===== config.mk =====
export PLATFORM = sky130hd
export DESIGN_NAME = msd_l2r_recoder
export DESIGN_NICKNAME = d
export VERILOG_FILES = /design/src/rtl/msd_pkg.sv /design/src/rtl/msd_window_tap.sv /design/src/rtl/msd_digit_cell.sv /design/src/rtl/msd_l2r_recoder.sv
export SDC_FILE = /design/constraint.sdc
export NUM_CORES = 1
export LEC_CHECK = 0
export CAP_MARGIN = 20
export CORE_UTILIZATION = 42
export DETAILED_ROUTE_END_ITERATION = 8
export PLACE_DENSITY = 0.78
export SYNTH_ARGS = -nofsm -noshare
export SYNTH_HDL_FRONTEND = slang
export SYNTH_SLANG_ARGS = --single-unit

===== constraint.sdc =====
create_clock -name vclk -period 2.2
set_clock_uncertainty 0.15 [all_clocks]
set_input_delay 0.33 -clock vclk [all_inputs]
set_output_delay 0.33 -clock vclk [all_outputs]
set_load 0.005 [all_outputs]

===== src/rtl/msd_pkg.sv =====
package msd_pkg;

  // Number of zero bits appended below bit 0 to fill the lowest windows.
  localparam int unsigned WIN_PAD = 2;

  // State carried from one position to the next lower one.
  typedef enum logic {
    FLAG_IDLE = 1'b0,
    FLAG_PASS = 1'b1
  } chain_flag_t;

endpackage


===== src/rtl/msd_window_tap.sv =====
module msd_window_tap #(
  parameter int unsigned WIDTH = 16
) (
  input  logic [WIDTH-1:0] din,
  output logic [WIDTH-1:0] tap_next,
  output logic [WIDTH-1:0] tap_third
);
  import msd_pkg::*;

  localparam int unsigned PADDED_W = WIDTH + WIN_PAD;

  logic [PADDED_W-1:0] padded;

  assign padded = {din, {WIN_PAD{1'b0}}};

  // Position i reads din[i-1] and din[i-2]; padded index i+WIN_PAD is din[i].
  for (genvar i = 0; i < WIDTH; i++) begin : g_tap
    assign tap_next[i]  = padded[i + WIN_PAD - 1];
    assign tap_third[i] = padded[i + WIN_PAD - 2];
  end

endmodule


===== src/rtl/msd_digit_cell.sv =====
module msd_digit_cell
  import msd_pkg::*;
(
  input  logic        bit_own,
  input  logic        bit_next,
  input  logic        bit_third,
  input  chain_flag_t flag_i,
  output logic        mag_o,
  output logic        neg_o,
  output chain_flag_t flag_o
);

  logic        pair_differs;
  logic        mag_c;
  logic        neg_c;
  chain_flag_t flag_c;

  assign pair_differs = bit_own ^ bit_next;

  always_comb begin
    mag_c  = 1'b0;
    neg_c  = 1'b0;
    flag_c = FLAG_IDLE;
    if (flag_i == FLAG_PASS) begin
      // Consume the pending merge: the digit is nonzero on a bit change,
      // and its sign follows the inverse of this position's bit.
      mag_c = pair_differs;
      neg_c = pair_differs & ~bit_own;
    end else if (pair_differs) begin
      // A transition: emit here only if the one below is not a transition.
      flag_c = FLAG_PASS;
      mag_c  = ~(bit_next ^ bit_third);
      neg_c  = ~(bit_next ^ bit_third) & bit_own;
    end
  end

  assign mag_o  = mag_c;
  assign neg_o  = neg_c;
  assign flag_o = flag_c;

endmodule


===== src/rtl/msd_l2r_recoder.sv =====
module msd_l2r_recoder #(
  parameter int unsigned WIDTH = 16
) (
  input  logic [WIDTH-1:0] din,
  output logic [WIDTH-1:0] dig_mag,
  output logic [WIDTH-1:0] dig_neg
);
  import msd_pkg::*;

  localparam logic [WIDTH-1:0] ALL_ONES = {WIDTH{1'b1}};
  localparam logic [WIDTH-1:0] TOP_ONLY = {1'b1, {(WIDTH-1){1'b0}}};
  localparam logic [WIDTH-1:0] LSB_ONLY = {{(WIDTH-1){1'b0}}, 1'b1};

  logic [WIDTH-1:0] tap_next;
  logic [WIDTH-1:0] tap_third;
  chain_flag_t      chain [WIDTH+1];

  msd_window_tap #(.WIDTH(WIDTH)) u_tap (
    .din       (din),
    .tap_next  (tap_next),
    .tap_third (tap_third)
  );

  // The flag entering the top position is always idle.
  assign chain[WIDTH] = FLAG_IDLE;

  for (genvar i = WIDTH - 1; i >= 0; i--) begin : g_cell
    msd_digit_cell u_cell (
      .bit_own   (din[i]),
      .bit_next  (tap_next[i]),
      .bit_third (tap_third[i]),
      .flag_i    (chain[i+1]),
      .mag_o     (dig_mag[i]),
      .neg_o     (dig_neg[i]),
      .flag_o    (chain[i])
    );
  end

  // Checks over the assembled digit vector.
  logic [WIDTH-1:0] pos_part;
  logic [WIDTH-1:0] neg_part;

  assign pos_part = dig_mag & ~dig_neg;
  assign neg_part = dig_mag & dig_neg;

  always_comb begin
    assert_value_match_R1: assert ((pos_part - neg_part) == din)
      else $error("R1 digit sum differs from input");
    assert_zero_in_R4: assert (din != '0 || (dig_mag == '0 && dig_neg == '0))
      else $error("R4 zero input gave nonzero digits");
    assert_most_negative_R6: assert (din != TOP_ONLY ||
                                     (dig_mag == TOP_ONLY && dig_neg == TOP_ONLY))
      else $error("R6 most negative input misrecoded");
    assert_all_ones_R7: assert (din != ALL_ONES ||
                                (dig_mag == LSB_ONLY && dig_neg == LSB_ONLY))
      else $error("R7 all-ones input misrecoded");
    // a flag left pending below bit 0 means bit 0 itself began a run
    // and the padding closed it, so digit 0 is nonzero with the sign of bit 0.
    assert_tail_digit_R7: assert (chain[0] != FLAG_PASS ||
                                  (dig_mag[0] && (dig_neg[0] == din[0])))
      else $error("R7 pending flag at the tail without a tail digit");
  end

  // a position that emits a digit while raising the flag leaves the
  // position below it with a zero digit.
  for (genvar i = 1; i < WIDTH; i++) begin : g_run_chk
    always_comb begin
      assert_run_end_zero_R2: assert (!(chain[i] == FLAG_PASS &&
                                        chain[i+1] == FLAG_IDLE &&
                                        dig_mag[i]) || !dig_mag[i-1])
        else $error("R2 nonzero digit right after an emitted run start");
    end
  end

endmodule


==> Yosys cells after proc, flatten, opt, wreduce, memory -nomap -nowiden <==
Index checks and enable logic that the tools add are counted.
{ "totals": {"romBits": 0, "memories": 0, "output_inout_bits": 32, "ramBits": 0, "register_bits": 0, "latch_bits": 0} }
{ "classes": {"addsub": 0, "bitwise_logic": 73, "n_mux": 90, "reduce_logical": 0, "n_mul": 0, "n_div": 0, "n_lt_le_gt_ge": 0, "eq_ne": 0, "shifts": 0} }
{ "ops": {"columns": ["op", "n"], "rows": [
  ["two-way mux 1 bit", 90],
  ["bitwise AND 1 bit", 29],
  ["inverter 1 bit", 29],
  ["bitwise XOR 1 bit", 15]
]} }

==> Depth between registers and ports, before layout <==
{ "logic_depth": {"word_depth": 17, "ltp_mapped": 9, "ltp_nobuf": 6} }

==> Modules after synthesis <==
Synthesis repeated with hierarchy kept, for this count alone.
{ "hier_totals": {"hier_cells": 162, "hier_area_um2": 1228.7} }
{ "modules_own_cells": {"columns": ["mod", "seq_area_each_um2", "area_per_inst_um2", "n_inst", "cells_each"], "rows": [
  ["msd_digit_cell", 0.0, 61.3, 16, 8],
  ["msd_window_tap", 0.0, 244.0, 1, 33],
  ["msd_l2r_recoder", 0.0, 3.8, 1, 1]
]} }

==> Worst setup path before layout <==
OpenSTA, ideal clock, no wires.
{ "synth_path": {"path_type": "input-to-output", "start": "input port din[4]", "end": "output port dig_neg[1]", "required_ns": 1.720, "path_stages": 8, "arrival_ns": 1.795, "path_slack_ns": -0.075, "path_buffers": 3, "path_cell_list": "clkbuf_2 -> nand2b_1 -> or4_1 -> o311ai_2 -> buf_6 -> a21oi_2 -> o221a_1 -> buf_4"} }
{ "synth_via": {"elab_chain_cells": 7} }
{ "synth_rtl": {"columns": ["element", "line", "rtl"], "rows": [
  ["from (decl)", "msd_l2r_recoder.sv:4", "input logic [WIDTH-1:0] din,"],
  ["bitwise XOR 1 bit", "msd_digit_cell.sv:18", "assign pair_differs = bit_own ^ bit_next;"],
  ["two-way mux 1 bit", "msd_digit_cell.sv:29", "end else if (pair_differs) begin"],
  ["two-way mux 1 bit", "msd_digit_cell.sv:24", "if (flag_i == FLAG_PASS) begin"],
  ["two-way mux 1 bit * (4 in a row)", "msd_digit_cell.sv:24", null],
  ["to (decl)", "msd_l2r_recoder.sv:6", "output logic [WIDTH-1:0] dig_neg"]
]} }
Mark *: on every way between the ends. The rest lies on a longest branch, timed or not.

==> Final worst setup path <==
Same ends and word-level chain as after synthesis.

==> results.sh <==
export IMPL_status="finished with violations"
export IMPL_failed_checks="negative setup slack"
export IMPL_initial_utilization_pct=46.0
export IMPL_p_leak_nw=0.943
export IMPL_vias_per_cell=5.61
export IMPL_synth_xor_area_share_pct=0
export IMPL_peakVddDrop_v=0.000163
export IMPL_synth_top_family_by_area="compound AO/OA/AOI/OAI gates"
export IMPL_num_rows=18
export IMPL_worst_slack_ns=-0.258
export IMPL_first_iter_violations=35
export IMPL_yosysMostFrequentCell="buf_4"
export IMPL_die_h_um=55.3
export IMPL_seq_area_frac_synth_pct=0
export IMPL_synthTopCellsByCount="33 x buf_4, 28 x nand2_1, 19 x o21ai_0"
export IMPL_relSlewSlack_pct=82.6
export IMPL_final_setup_tns_ns=-1.28
export IMPL_hpwlAfterDp_um=2660
export IMPL_min_delay_start="din[6]"
export IMPL_routed_wl_um=4220
export IMPL_antenna_found_initial=0
export IMPL_avgSynthCellArea_um2=6.28
export IMPL_critPathKind="in2out"
export IMPL_port_buffers=48
export IMPL_fin_area_mm2=0.00194
export IMPL_nClkBuffers=0
export IMPL_synth_compound_gate_area_share_pct=39.2
export IMPL_synth_simple_gate_area_share_pct=26.1
export IMPL_grt_use_total_pct=26.3
export IMPL_grt_pass1_wl_um=6910
export IMPL_synth_largest_area_cell="buf_4"
export IMPL_core_mm2=0.00259
export IMPL_critPathMaxStageDelay_ns=0.48
export IMPL_p_total_mw=0.445
export IMPL_finalHoldViolations=0
export IMPL_drt_pass1_iter_count=4
export IMPL_synthesis_nets=208
export IMPL_tightest_slew_ns=0.258
export IMPL_syn_to_final_growth_pct=62.4
export IMPL_fmax_mhz=407
export IMPL_slowest_stage="or4_4"
export IMPL_ys_types=45
export IMPL_pre_cts_ws_ns=-0.964
export IMPL_p_sw_share_pct=46.2
export IMPL_crit_fanout=4
export IMPL_worstSetupEndpoint="dig_neg[1]"
export IMPL_seqCellArea_um2=0
export IMPL_crit_chain="dlygate4sd2_1, nand2b_4, or4_4, o311ai_2, buf_4, buf_6, o21a_1, o221a_1, buf_2"
export IMPL_rsz0062_at_grt="yes"
export IMPL_drv_slew=0
export IMPL_grt_max_degree=12
export IMPL_period_minus_slack_ns=2.46
export IMPL_die_area_mm2=0.00306
export IMPL_cp_end_kind="primary output"
export IMPL_overflow=0
export IMPL_stdcell_count=286
export IMPL_power_density_mw_per_mm2=230
export IMPL_vias=1605
export IMPL_grt_pass1_vias=1592
export IMPL_required_ns=1.72
export IMPL_p_seq_share_pct=0
export IMPL_setup_viol=9
export IMPL_path_delay_family="buffers and inverters"
export IMPL_yosys_warnings=0
export IMPL_synth_area_mm2=0.00119
export IMPL_startpoint="din[4]"
export IMPL_netlist_instances=190
export IMPL_hold_path_class="in2out"
export IMPL_crit_arrival_ns=1.98
export IMPL_synth_area_mux_share_pct=1.78
export IMPL_drive_gt1_share_pct=48.4
export IMPL_intPower_mw=0.239
export IMPL_ant_nets=0
export IMPL_synthAdderAreaFrac_pct=2.10
export IMPL_cp_start_kind="input port"
export IMPL_switching_power_mw=0.206
export IMPL_seq_cells=0
export IMPL_nNetsFinal=276
export IMPL_drc_errors=0
export IMPL_placed_cell_area_mm2=0.00176
export IMPL_holdBufCountCts=0
export IMPL_synth_area_leaders="buf_4 21%, nand2_1 8.8%, o21ai_0 8.0%"
export IMPL_drv_cap=0
export IMPL_ioPinCount=48
export IMPL_layout_worst_path_cycle_share_pct=112
export IMPL_synth_top_cell_area_share_pct=20.8
export IMPL_diodes=0
export IMPL_final_core_util_pct=74.8
export IMPL_path_buf_inv=4
export IMPL_hold_slack_ns=0.976
export IMPL_place_congestion=0.840
export IMPL_pwr_share_clk_pct=0
export IMPL_comb_power_share_pct=100.0
export IMPL_placedCellCount=270
export IMPL_cp_num_cells=9
export IMPL_die_w_um=55.3
export IMPL_wire_per_inst_um=14.7
==> power groups by stage <==
stage                     clock network (mW)  registers (mW)  logic [mW]
after floorplan                            0               0       0.239
after global placement                     0               0       0.381
after detailed placement                   0               0       0.392
after CTS                                  0               0       0.415
after global routing                       0               0       0.476
final                                      0               0       0.445
==> final cells by class <==
class | instances | area, um2
Multi-Input combinational cell | 134 | 955
Timing Repair Buffer | 114 | 915
Fill cell | 186 | 653
Tap cell | 30 | 37.5
Inverter | 8 | 30.0
==> worst min-delay path, cell delays in order <==
cell      delay (ns)
clkbuf_2        0.13
o21bai_1        0.14
o22ai_1         0.08
clkbuf_2        0.12
==> how the worst min path moves through the flow <==
stage	to	slack (ns)	cells after the start
floorplan	dig_mag[0]	0.59	1
global placement	dig_mag[0]	1.43	2
detailed placement	dig_mag[0]	1.44	2
CTS	dig_mag[12]	1.06	4
global route	dig_mag[8]	1.01	4
finish	dig_mag[8]	0.98	4
==> cell usage in the layout (no fill, tap or decap), types with 2 or more instances in the layout <==
master | synthesis | routed
buf_6 | 4 | 13
o21ai_2 | 0 | 3
dlygate4sd2_1 | 0 | 12
nor3b_1 | 3 | 2
nor2b_1 | 3 | 3
a21oi_1 | 11 | 7
clkdlybuf4s50_1 | 0 | 8
o21a_1 | 2 | 2
a21oi_2 | 2 | 6
and2_4 | 1 | 2
o21ai_0 | 19 | 9
nand2_1 | 28 | 26
o32ai_1 | 5 | 4
o22ai_1 | 9 | 9
o31ai_2 | 0 | 2
inv_1 | 8 | 7
clkdlybuf4s15_2 | 0 | 2
clkdlybuf4s15_1 | 0 | 3
nand2b_4 | 0 | 2
nand3b_1 | 2 | 2
ha_1 | 2 | 2
buf_4 | 33 | 56
o21ai_1 | 0 | 5
nor2_1 | 11 | 11
nand2b_1 | 7 | 5
o21ai_4 | 0 | 2
buf_2 | 1 | 13
or3_1 | 2 | 2
clkbuf_2 | 1 | 6
==> timing repair <==
action / CTS / global route
setup buffers: 17 / 2
pin swaps: 14 / 11
setup endpoints to repair: 31 / 16
resized for setup: 135 / 31
==> cell families (layout without fill, tap and decap cells) <==
| group | after synthesis | count (layout) |
|---|---|---|
| AO/OA/AOI/OAI | 67 | 67 |
| adder cells (fa/ha/maj) | 2 | 2 |
| multiplexers | 2 | 2 |
| buffers and inverters | 56 | 122 |
| AND/OR/NAND/NOR | 63 | 63 |
==> metal layers <==
layer / up-vias / GRT usage [%] / wire, um
met5: - / 0 / 0
met4: 0 / 10.0 / 82
met3: 10 / 2.11 / 192
met2: 62 / 47.7 / 2150
met1: 757 / 31.8 / 1790
li1: 776 / - / -
(Power assumes the default switching activity.)
